==> src/rtl/lsw_pkg.sv <==
package lsw_pkg;

   typedef enum logic [1:0] {
      SZ_BYTE = 2'b00,
      SZ_HALF = 2'b01,
      SZ_WORD = 2'b10,
      SZ_WIDE = 2'b11
   } acc_size_e;

   typedef enum logic [1:0] {
      CK_EQ = 2'b00,
      CK_NE = 2'b01,
      CK_GT = 2'b10,
      CK_LT = 2'b11
   } cmp_kind_e;

   typedef enum logic [1:0] {
      DIR_OFF = 2'b00,
      DIR_RD  = 2'b01,
      DIR_WR  = 2'b10,
      DIR_ANY = 2'b11
   } dir_sel_e;

   typedef struct packed {
      logic eq;
      logic lt;
   } cmp_res_t;

endpackage

==> src/rtl/lsw_addr_mask.sv <==
module lsw_addr_mask
   import lsw_pkg::*;
#(
   parameter int AW = 32
) (
   input  logic [AW-1:0] addr_i,
   input  logic [1:0]    size_i,
   output logic [AW-1:0] addr_o
);

   localparam int LOW_W = 2;

   logic [LOW_W-1:0] low_keep;

   always_comb begin
      unique case (acc_size_e'(size_i))
         SZ_BYTE: low_keep = 2'b11;
         SZ_HALF: low_keep = 2'b10;
         default: low_keep = 2'b00;
      endcase
   end

   assign addr_o = {addr_i[AW-1:LOW_W], addr_i[LOW_W-1:0] & low_keep};

endmodule

==> src/rtl/lsw_mag_cmp.sv <==
module lsw_mag_cmp
   import lsw_pkg::*;
#(
   parameter int AW      = 32,
   parameter int SLICE_W = 8,
   parameter bit TREE    = 1'b1
) (
   input  logic [AW-1:0] a_i,
   input  logic [AW-1:0] b_i,
   output cmp_res_t      res_o
);

   localparam int NS = AW / SLICE_W;

   generate
      if (TREE) begin : g_tree
         logic [NS-1:0] s_eq;
         logic [NS-1:0] s_lt;

         for (genvar s = 0; s < NS; s++) begin : g_slice
            logic [SLICE_W-1:0] sa;
            logic [SLICE_W-1:0] sb;
            assign sa      = a_i[s*SLICE_W +: SLICE_W];
            assign sb      = b_i[s*SLICE_W +: SLICE_W];
            assign s_eq[s] = (sa == sb);
            assign s_lt[s] = (sa < sb);
         end

         always_comb begin
            logic eq_acc;
            logic lt_acc;
            eq_acc = 1'b1;
            lt_acc = 1'b0;
            for (int k = NS - 1; k >= 0; k--) begin
               lt_acc = lt_acc | (eq_acc & s_lt[k]);
               eq_acc = eq_acc & s_eq[k];
            end
            res_o.eq = eq_acc;
            res_o.lt = lt_acc;
         end
      end else begin : g_flat
         assign res_o.eq = (a_i == b_i);
         assign res_o.lt = (a_i < b_i);
      end
   endgenerate

endmodule

==> src/rtl/lsw_event_sel.sv <==
module lsw_event_sel
   import lsw_pkg::*;
(
   input  logic     clk,
   input  logic     rst_n,
   input  logic     valid_i,
   input  logic     write_i,
   input  logic [1:0] dir_sel_i,
   input  logic [1:0] kind_i,
   input  cmp_res_t res_i,
   output logic     hit_o
);

   logic dir_ok;
   logic kind_ok;
   logic hit_q;

   always_comb begin
      unique case (dir_sel_e'(dir_sel_i))
         DIR_OFF: dir_ok = 1'b0;
         DIR_RD:  dir_ok = ~write_i;
         DIR_WR:  dir_ok = write_i;
         default: dir_ok = 1'b1;
      endcase
   end

   always_comb begin
      unique case (cmp_kind_e'(kind_i))
         CK_EQ:   kind_ok = res_i.eq;
         CK_NE:   kind_ok = ~res_i.eq;
         CK_GT:   kind_ok = ~res_i.eq & ~res_i.lt;
         default: kind_ok = res_i.lt;
      endcase
   end

   always_ff @(posedge clk) begin
      if (!rst_n) hit_q <= 1'b0;
      else        hit_q <= valid_i & dir_ok & kind_ok;
   end

   assign hit_o = hit_q;

   // no valid cycle, no event on the next edge
   assert_idle_quiet_R10: assert property (@(posedge clk) disable iff (!rst_n)
      !valid_i |=> !hit_o);

   // a write is never seen by a read-only watch
   assert_dir_block_R9: assert property (@(posedge clk) disable iff (!rst_n)
      (valid_i && write_i && dir_sel_i == 2'b01) |=> !hit_o);

   // greater-than never fires on equality
   assert_gt_not_eq_R4: assert property (@(posedge clk) disable iff (!rst_n)
      (kind_i == 2'b10 && res_i.eq) |=> !hit_o);

   // the cycle after reset is released carries no event
   assert_reset_clear_R1: assert property (@(posedge clk)
      !rst_n |=> !hit_o);

endmodule

==> src/rtl/lsw_addr_watch.sv <==
module lsw_addr_watch
   import lsw_pkg::*;
#(
   parameter int AW      = 32,
   parameter int SLICE_W = 8,
   parameter bit TREE    = 1'b1
) (
   input  logic          clk,
   input  logic          rst_n,
   input  logic          bus_valid,
   input  logic [AW-1:0] bus_addr,
   input  logic [1:0]    bus_size,
   input  logic          bus_write,
   input  logic [AW-1:0] ref_addr,
   input  logic [1:0]    cmp_kind,
   input  logic [1:0]    dir_sel,
   output logic          watch_hit
);

   generate
      if (AW < 4) begin : g_bad_aw
         $error("lsw_addr_watch: AW must be at least 4");
      end
      if (TREE && (SLICE_W < 1 || (AW % SLICE_W) != 0)) begin : g_bad_slice
         $error("lsw_addr_watch: SLICE_W must divide AW");
      end
   endgenerate

   logic [AW-1:0] cyc_m;
   logic [AW-1:0] ref_m;
   cmp_res_t      raw;

   lsw_addr_mask #(.AW(AW)) u_mask_cyc (
      .addr_i (bus_addr),
      .size_i (bus_size),
      .addr_o (cyc_m)
   );

   lsw_addr_mask #(.AW(AW)) u_mask_ref (
      .addr_i (ref_addr),
      .size_i (bus_size),
      .addr_o (ref_m)
   );

   lsw_mag_cmp #(.AW(AW), .SLICE_W(SLICE_W), .TREE(TREE)) u_cmp (
      .a_i   (cyc_m),
      .b_i   (ref_m),
      .res_o (raw)
   );

   lsw_event_sel u_evt (
      .clk       (clk),
      .rst_n     (rst_n),
      .valid_i   (bus_valid),
      .write_i   (bus_write),
      .dir_sel_i (dir_sel),
      .kind_i    (cmp_kind),
      .res_i     (raw),
      .hit_o     (watch_hit)
   );

   // the core never reports equal and less-than together
   assert_eq_lt_excl_R2: assert property (@(posedge clk) disable iff (!rst_n)
      !(raw.eq && raw.lt));

   // word access matching above bit 1 is an equal event
   assert_word_mask_R6: assert property (@(posedge clk) disable iff (!rst_n)
      (bus_valid && bus_size == 2'b10 && bus_addr[AW-1:2] == ref_addr[AW-1:2]
       && cmp_kind == 2'b00 && dir_sel == 2'b11) |=> watch_hit);

   // half-word access matching above bit 0 is an equal event
   assert_half_mask_R7: assert property (@(posedge clk) disable iff (!rst_n)
      (bus_valid && bus_size == 2'b01 && bus_addr[AW-1:1] == ref_addr[AW-1:1]
       && cmp_kind == 2'b00 && dir_sel == 2'b11) |=> watch_hit);

   // byte access with any differing bit gives no equal event
   assert_byte_full_R8: assert property (@(posedge clk) disable iff (!rst_n)
      (bus_valid && bus_size == 2'b00 && bus_addr != ref_addr
       && cmp_kind == 2'b00) |=> !watch_hit);

endmodule

==> config.mk <==
export PLATFORM = sky130hd
export DESIGN_NAME = lsw_addr_watch
export DESIGN_NICKNAME = d
export VERILOG_FILES = /design/src/rtl/lsw_pkg.sv /design/src/rtl/lsw_addr_mask.sv /design/src/rtl/lsw_mag_cmp.sv /design/src/rtl/lsw_event_sel.sv /design/src/rtl/lsw_addr_watch.sv
export SDC_FILE = /design/constraint.sdc
export NUM_CORES = 1
export LEC_CHECK = 0
export BUFFER_PORTS_ARGS = -buffer_cell sky130_fd_sc_hd__buf_4
export CORE_AREA = 3 3 61 63
export CTS_BUF_LIST = sky130_fd_sc_hd__clkbuf_16
export DETAILED_ROUTE_END_ITERATION = 10
export DIE_AREA = 0 0 64 66
export GPL_ROUTABILITY_DRIVEN = 0
export HOLD_SLACK_MARGIN = 0.08
export PLACE_DENSITY = 0.77
export SYNTH_ARGS = -nofsm -noshare
export SYNTH_HDL_FRONTEND = slang
export SYNTH_HIERARCHICAL = 1
export SYNTH_SLANG_ARGS = --single-unit
==> constraint.sdc <==
create_clock -name clk -period 3.4 [get_ports clk]
set_input_delay 0.34 -clock clk [delete_from_list [all_inputs] [get_ports clk]]
set_output_delay 0.34 -clock clk [all_outputs]
set_load 0.02 [all_outputs]
Word level (Yosys, flattened, before mapping):

Cells that the tools add are included.

* bits in registers: 1
* input bits: 74
* output and inout port bits: 1
* logic and storage cells: 37

* magnitude comparators: 4
* equality and inequality tests: 9
* mux-type cells: 3
* bitwise logic cells: 17
* reduce and logical (&&, ||, !) cells: 3

Operators by type and width (count)
* $eq 8x8->1: 4
* $lt 8x8->1: 4
* $and 1x1->1: 9
* $eq 2x1->1 const B: 3
* $logic_not 2->1: 3
* $pmux 1 s3: 2
* $and 2x2->2: 2
* $eq 2x2->1 const B: 2
* $pmux 2 s2: 1
* $not 1->1: 3
* $or 1x1->1: 3

Longest topological paths before layout:

* word-level depth: 10
* mapped depth: 12
* mapped depth without buffers: 11

Hierarchy:

The synthesis kept the hierarchy.

Modules (own cells, without submodules)
* lsw_mag_cmp: instances 1, cells each 109, area an instance 832.0 um^2, sequential area each 0.0 um^2
* lsw_addr_mask: instances 2, cells each 32, area an instance 244.0 um^2, sequential area each 0.0 um^2
* lsw_event_sel: instances 1, cells each 8, area an instance 71.3 um^2, sequential area each 20.0 um^2

Worst setup path after synthesis:

No wires, ideal clock.

* path kind: in2reg
* from: in bus_addr[22]
* to: reg u_evt.hit_q (netlist: u_evt/hit_o)
* library setup time: 0.122 ns
* data arrival time: 2.033 ns
* data required time: 3.278 ns
* path slack: 1.244 ns
* stages: 11
* path buffers: 2
* path through: buf_4 -> ha_1 -> nand4_2 -> nor4_2 -> nand2_1 -> a2111oi_2 -> a211o_1 -> buf_4 -> nor3_1 -> a21oi_1 -> a211oi_2

* longest elaborated chain between the ends: 9
* elaborated cells on any way between the ends: 16
* those cells by class: 1 x order compare; 1 x eq/ne; 1 x mux; 13 x bitwise

RTL lines
* start: declaration: RTL line lsw_addr_watch.sv:11 `input logic [AW-1:0] bus_addr,`
* $lt 8x8->1 or $eq 8x8->1 (tied branches): RTL line lsw_mag_cmp.sv:26, lsw_mag_cmp.sv:25
* $and 1x1->1, on equally long branches: RTL line lsw_mag_cmp.sv:35, lsw_mag_cmp.sv:36
* $or 1x1->1 (tied with other cells): RTL line lsw_mag_cmp.sv:35 `lt_acc = lt_acc | (eq_acc & s_lt[k]);`
* $or 1x1->1 or $and 1x1->1 (tied branches): RTL line lsw_mag_cmp.sv:35
* $or 1x1->1 (*): RTL line lsw_mag_cmp.sv:35
* via u_cmp.g_tree.$5.lt_acc: RTL line lsw_mag_cmp.sv:31 `logic lt_acc;`
* $not 1->1: RTL line lsw_event_sel.sv:31 `CK_GT: kind_ok = ~res_i.eq & ~res_i.lt;`
* $and 1x1->1: RTL line lsw_event_sel.sv:31
* $pmux 1 s3 (*): RTL line lsw_event_sel.sv:28 `unique case (cmp_kind_e'(kind_i))`
* $and 1x1->1 (*): RTL line lsw_event_sel.sv:38 `else hit_q <= valid_i & dir_ok & kind_ok;`
* end signal: assignment: RTL line lsw_event_sel.sv:38
* end: declaration: RTL line lsw_event_sel.sv:16 `logic hit_q;`

The timed path passes the listed nets; every way through them passes the cells marked *.
A chain may end at the register's enable or synchronous reset.

==> run summary <==
Max-slew violations - 0
Die Ht - 66 µm
Final setup TNS - 0 ns
DR pass1 iterations - 2
Path type of the worst min-delay path - in2reg
Post-DRT Antenna Nets - 0
Status - complete, no violations
Async SR Flop Fraction - 0
Post-cts resize count - 0
Max reg flops - 1
Dpl cells - 239
Post-CTS setup buffers - 0
Largest delay share family, worst path - compound AO/OA/AOI/OAI gates
CP max FO - 3
Initial antenna violation count - 0
Final min period - 2.25 ns
Vias in the first global route - 1,070
# rows - 21
Synth warnings - 6
Post-DP HPWL - 2380 µm
PD cells - 110 mW/mm²
Final Hold Fails - 0
Most common cell after layout, fill and taps aside - buf_4
Number of flops mapped to enable cells by yosys - 0
Synth-to-layout area growth - 10.6%
Sequential fraction of the synthesis area - 0.0144
Critical Path Slowest Stage Cell - a2111oi_2
Max Cap Viol - 0
CTS Hold Bufs - 0
Mapped Area - 0.00139 mm²
Antenna cells - 0
Syn Area/Cell - 7.69 µm²
CP bufs+invs - 1
Detailed router's first-iteration violation count - 9
Mapped Nets - 287
VDD IR-drop max - 0.0372 mV
Worst-Margin Slew - 0.329 ns
Routed WL per cell - 10.2 µm
Final setup violation count - 0
Layout Nets - 301
Via count - 1,081
Startpoint types - primary input
Total GRT Usage - 0.114
Detailed-route DRC error count - 0
Worst Setup End Kind - register
Most frequent cells in the layout - 74 x buf_4, 32 x inv_1, 32 x ha_1
Largest net degree at the start of global routing - 5
Final std cells w/o fill - 239
Clock transition at path regs - 0 ns
Maximum clock rate - 0.445 GHz
CP Data Required Time - 3.28 ns
Register bit count reported by yosys - 1
Rel. slew slack - 0.780
Initial Util - 0.424
Total gr overflow - 0
Fin crit share - 0.661
Global-route wire length before repair - 4060 µm
Fraction of layout cells with a size suffix above 1 - 0.420
Io pins - 75
Leakage - 0.891 nW
Crit path largest cell delay - 0.35 ns
DRT Wirelength - 2440 µm
RSZ-0062 raised after global routing - no
Mapped Cells - 181
Critical path class - in2reg
Die extent in x - 64 µm
PortBufs - 74
Core area - 0.00328 mm²
CP Cell Sequence - buf_4, ha_1, nand4_2, nor4_2, nand2_1, a2111oi_2, a211o_1, nor3_1, a21oi_1, a211oi_2
Die area - 0.00422 mm²
Via/cell ratio - 4.52
Netlist cell types - 26
Top_reg_cell synth - dfxtp_1
Worst endpoint data arrival time - 2.12 ns
power by group:
part / total, mW / internal (mW) / leakage [nW] / switching [mW]
Combinational: 0.156 / 0.0965 / 0.883 / 0.0599
Clock: 0 / 0 / 0 / 0
Sequential: 0.0125 / 0.0124 / 0.00814 / 0.0000948
synthesized netlist by cell type (2+ instances only):
cell / count / area [µm²]
buf_4: 62 / 465
nand4_1: 7 / 43.8
nor2b_1: 6 / 37.5
ha_1: 32 / 400
nand3_1: 3 / 15.0
nand2_1: 2 / 7.51
a21oi_1: 11 / 55.1
nor2_1: 2 / 7.51
o211ai_1: 4 / 30.0
nor3_1: 2 / 10.0
a21o_1: 3 / 22.5
inv_1: 32 / 120
nor3b_2: 2 / 25.0
path summary, 6_finish.rpt:
path | slack, ns | endpoint | cells after the start | from
max | 1.15 | u_evt/hit_o | 10 | bus_addr[22]
min | 0.54 | u_evt/hit_o | 2 | cmp_kind[1]
stage by stage:
step | power [mW] | setup WS [ns] | hold slack, ns | util | cell area (µm²)
after floorplan | 0.139 | 1.24 | 0.428 | - | 1390
after global placement | 0.167 | 1.19 | 0.531 | 0.469 | 1540
after detailed placement | 0.171 | 1.14 | 0.537 | 0.469 | 1540
after CTS | 0.172 | 1.13 | 0.537 | 0.469 | 1540
after global routing | 0.192 | 0.938 | 0.554 | 0.469 | 1540
final | 0.169 | 1.15 | 0.536 | 0.469 | 1540
logic make-up (layout without fill, tap and decap cells):
logic type                 count (synthesis)  count (layout)  share of synthesized area
and+or+nand+nor                           26              26                      0.123
DFF                                        1               1                     0.0144
xor gates and xnor gates                   1               1                    0.00630
AOI/OAI and AO/OA                         26              26                      0.139
adders and majority gates                 32              32                      0.288
muxes                                      1               1                    0.00809
buffers and inverters                     94             106                      0.421
area by class of cell:
| class | instances | area [µm²] |
|---|---|---|
| Multi-Input combinational cell | 86 | 786 |
| Inverter | 32 | 120 |
| Tap cell | 46 | 57.6 |
| Timing Repair Buffer | 74 | 556 |
| Sequential cell | 1 | 20.0 |
| Fill cell | 347 | 1750 |
metal layers:
layer	GRT usage	up-vias	wire length, µm
met5	0	-	0
met4	0	0	0
met3	0.0170	0	236
met2	0.236	42	1300
met1	0.126	465	906
li1	-	574	-
No activity file was read; power rests on OpenSTA's default activity.
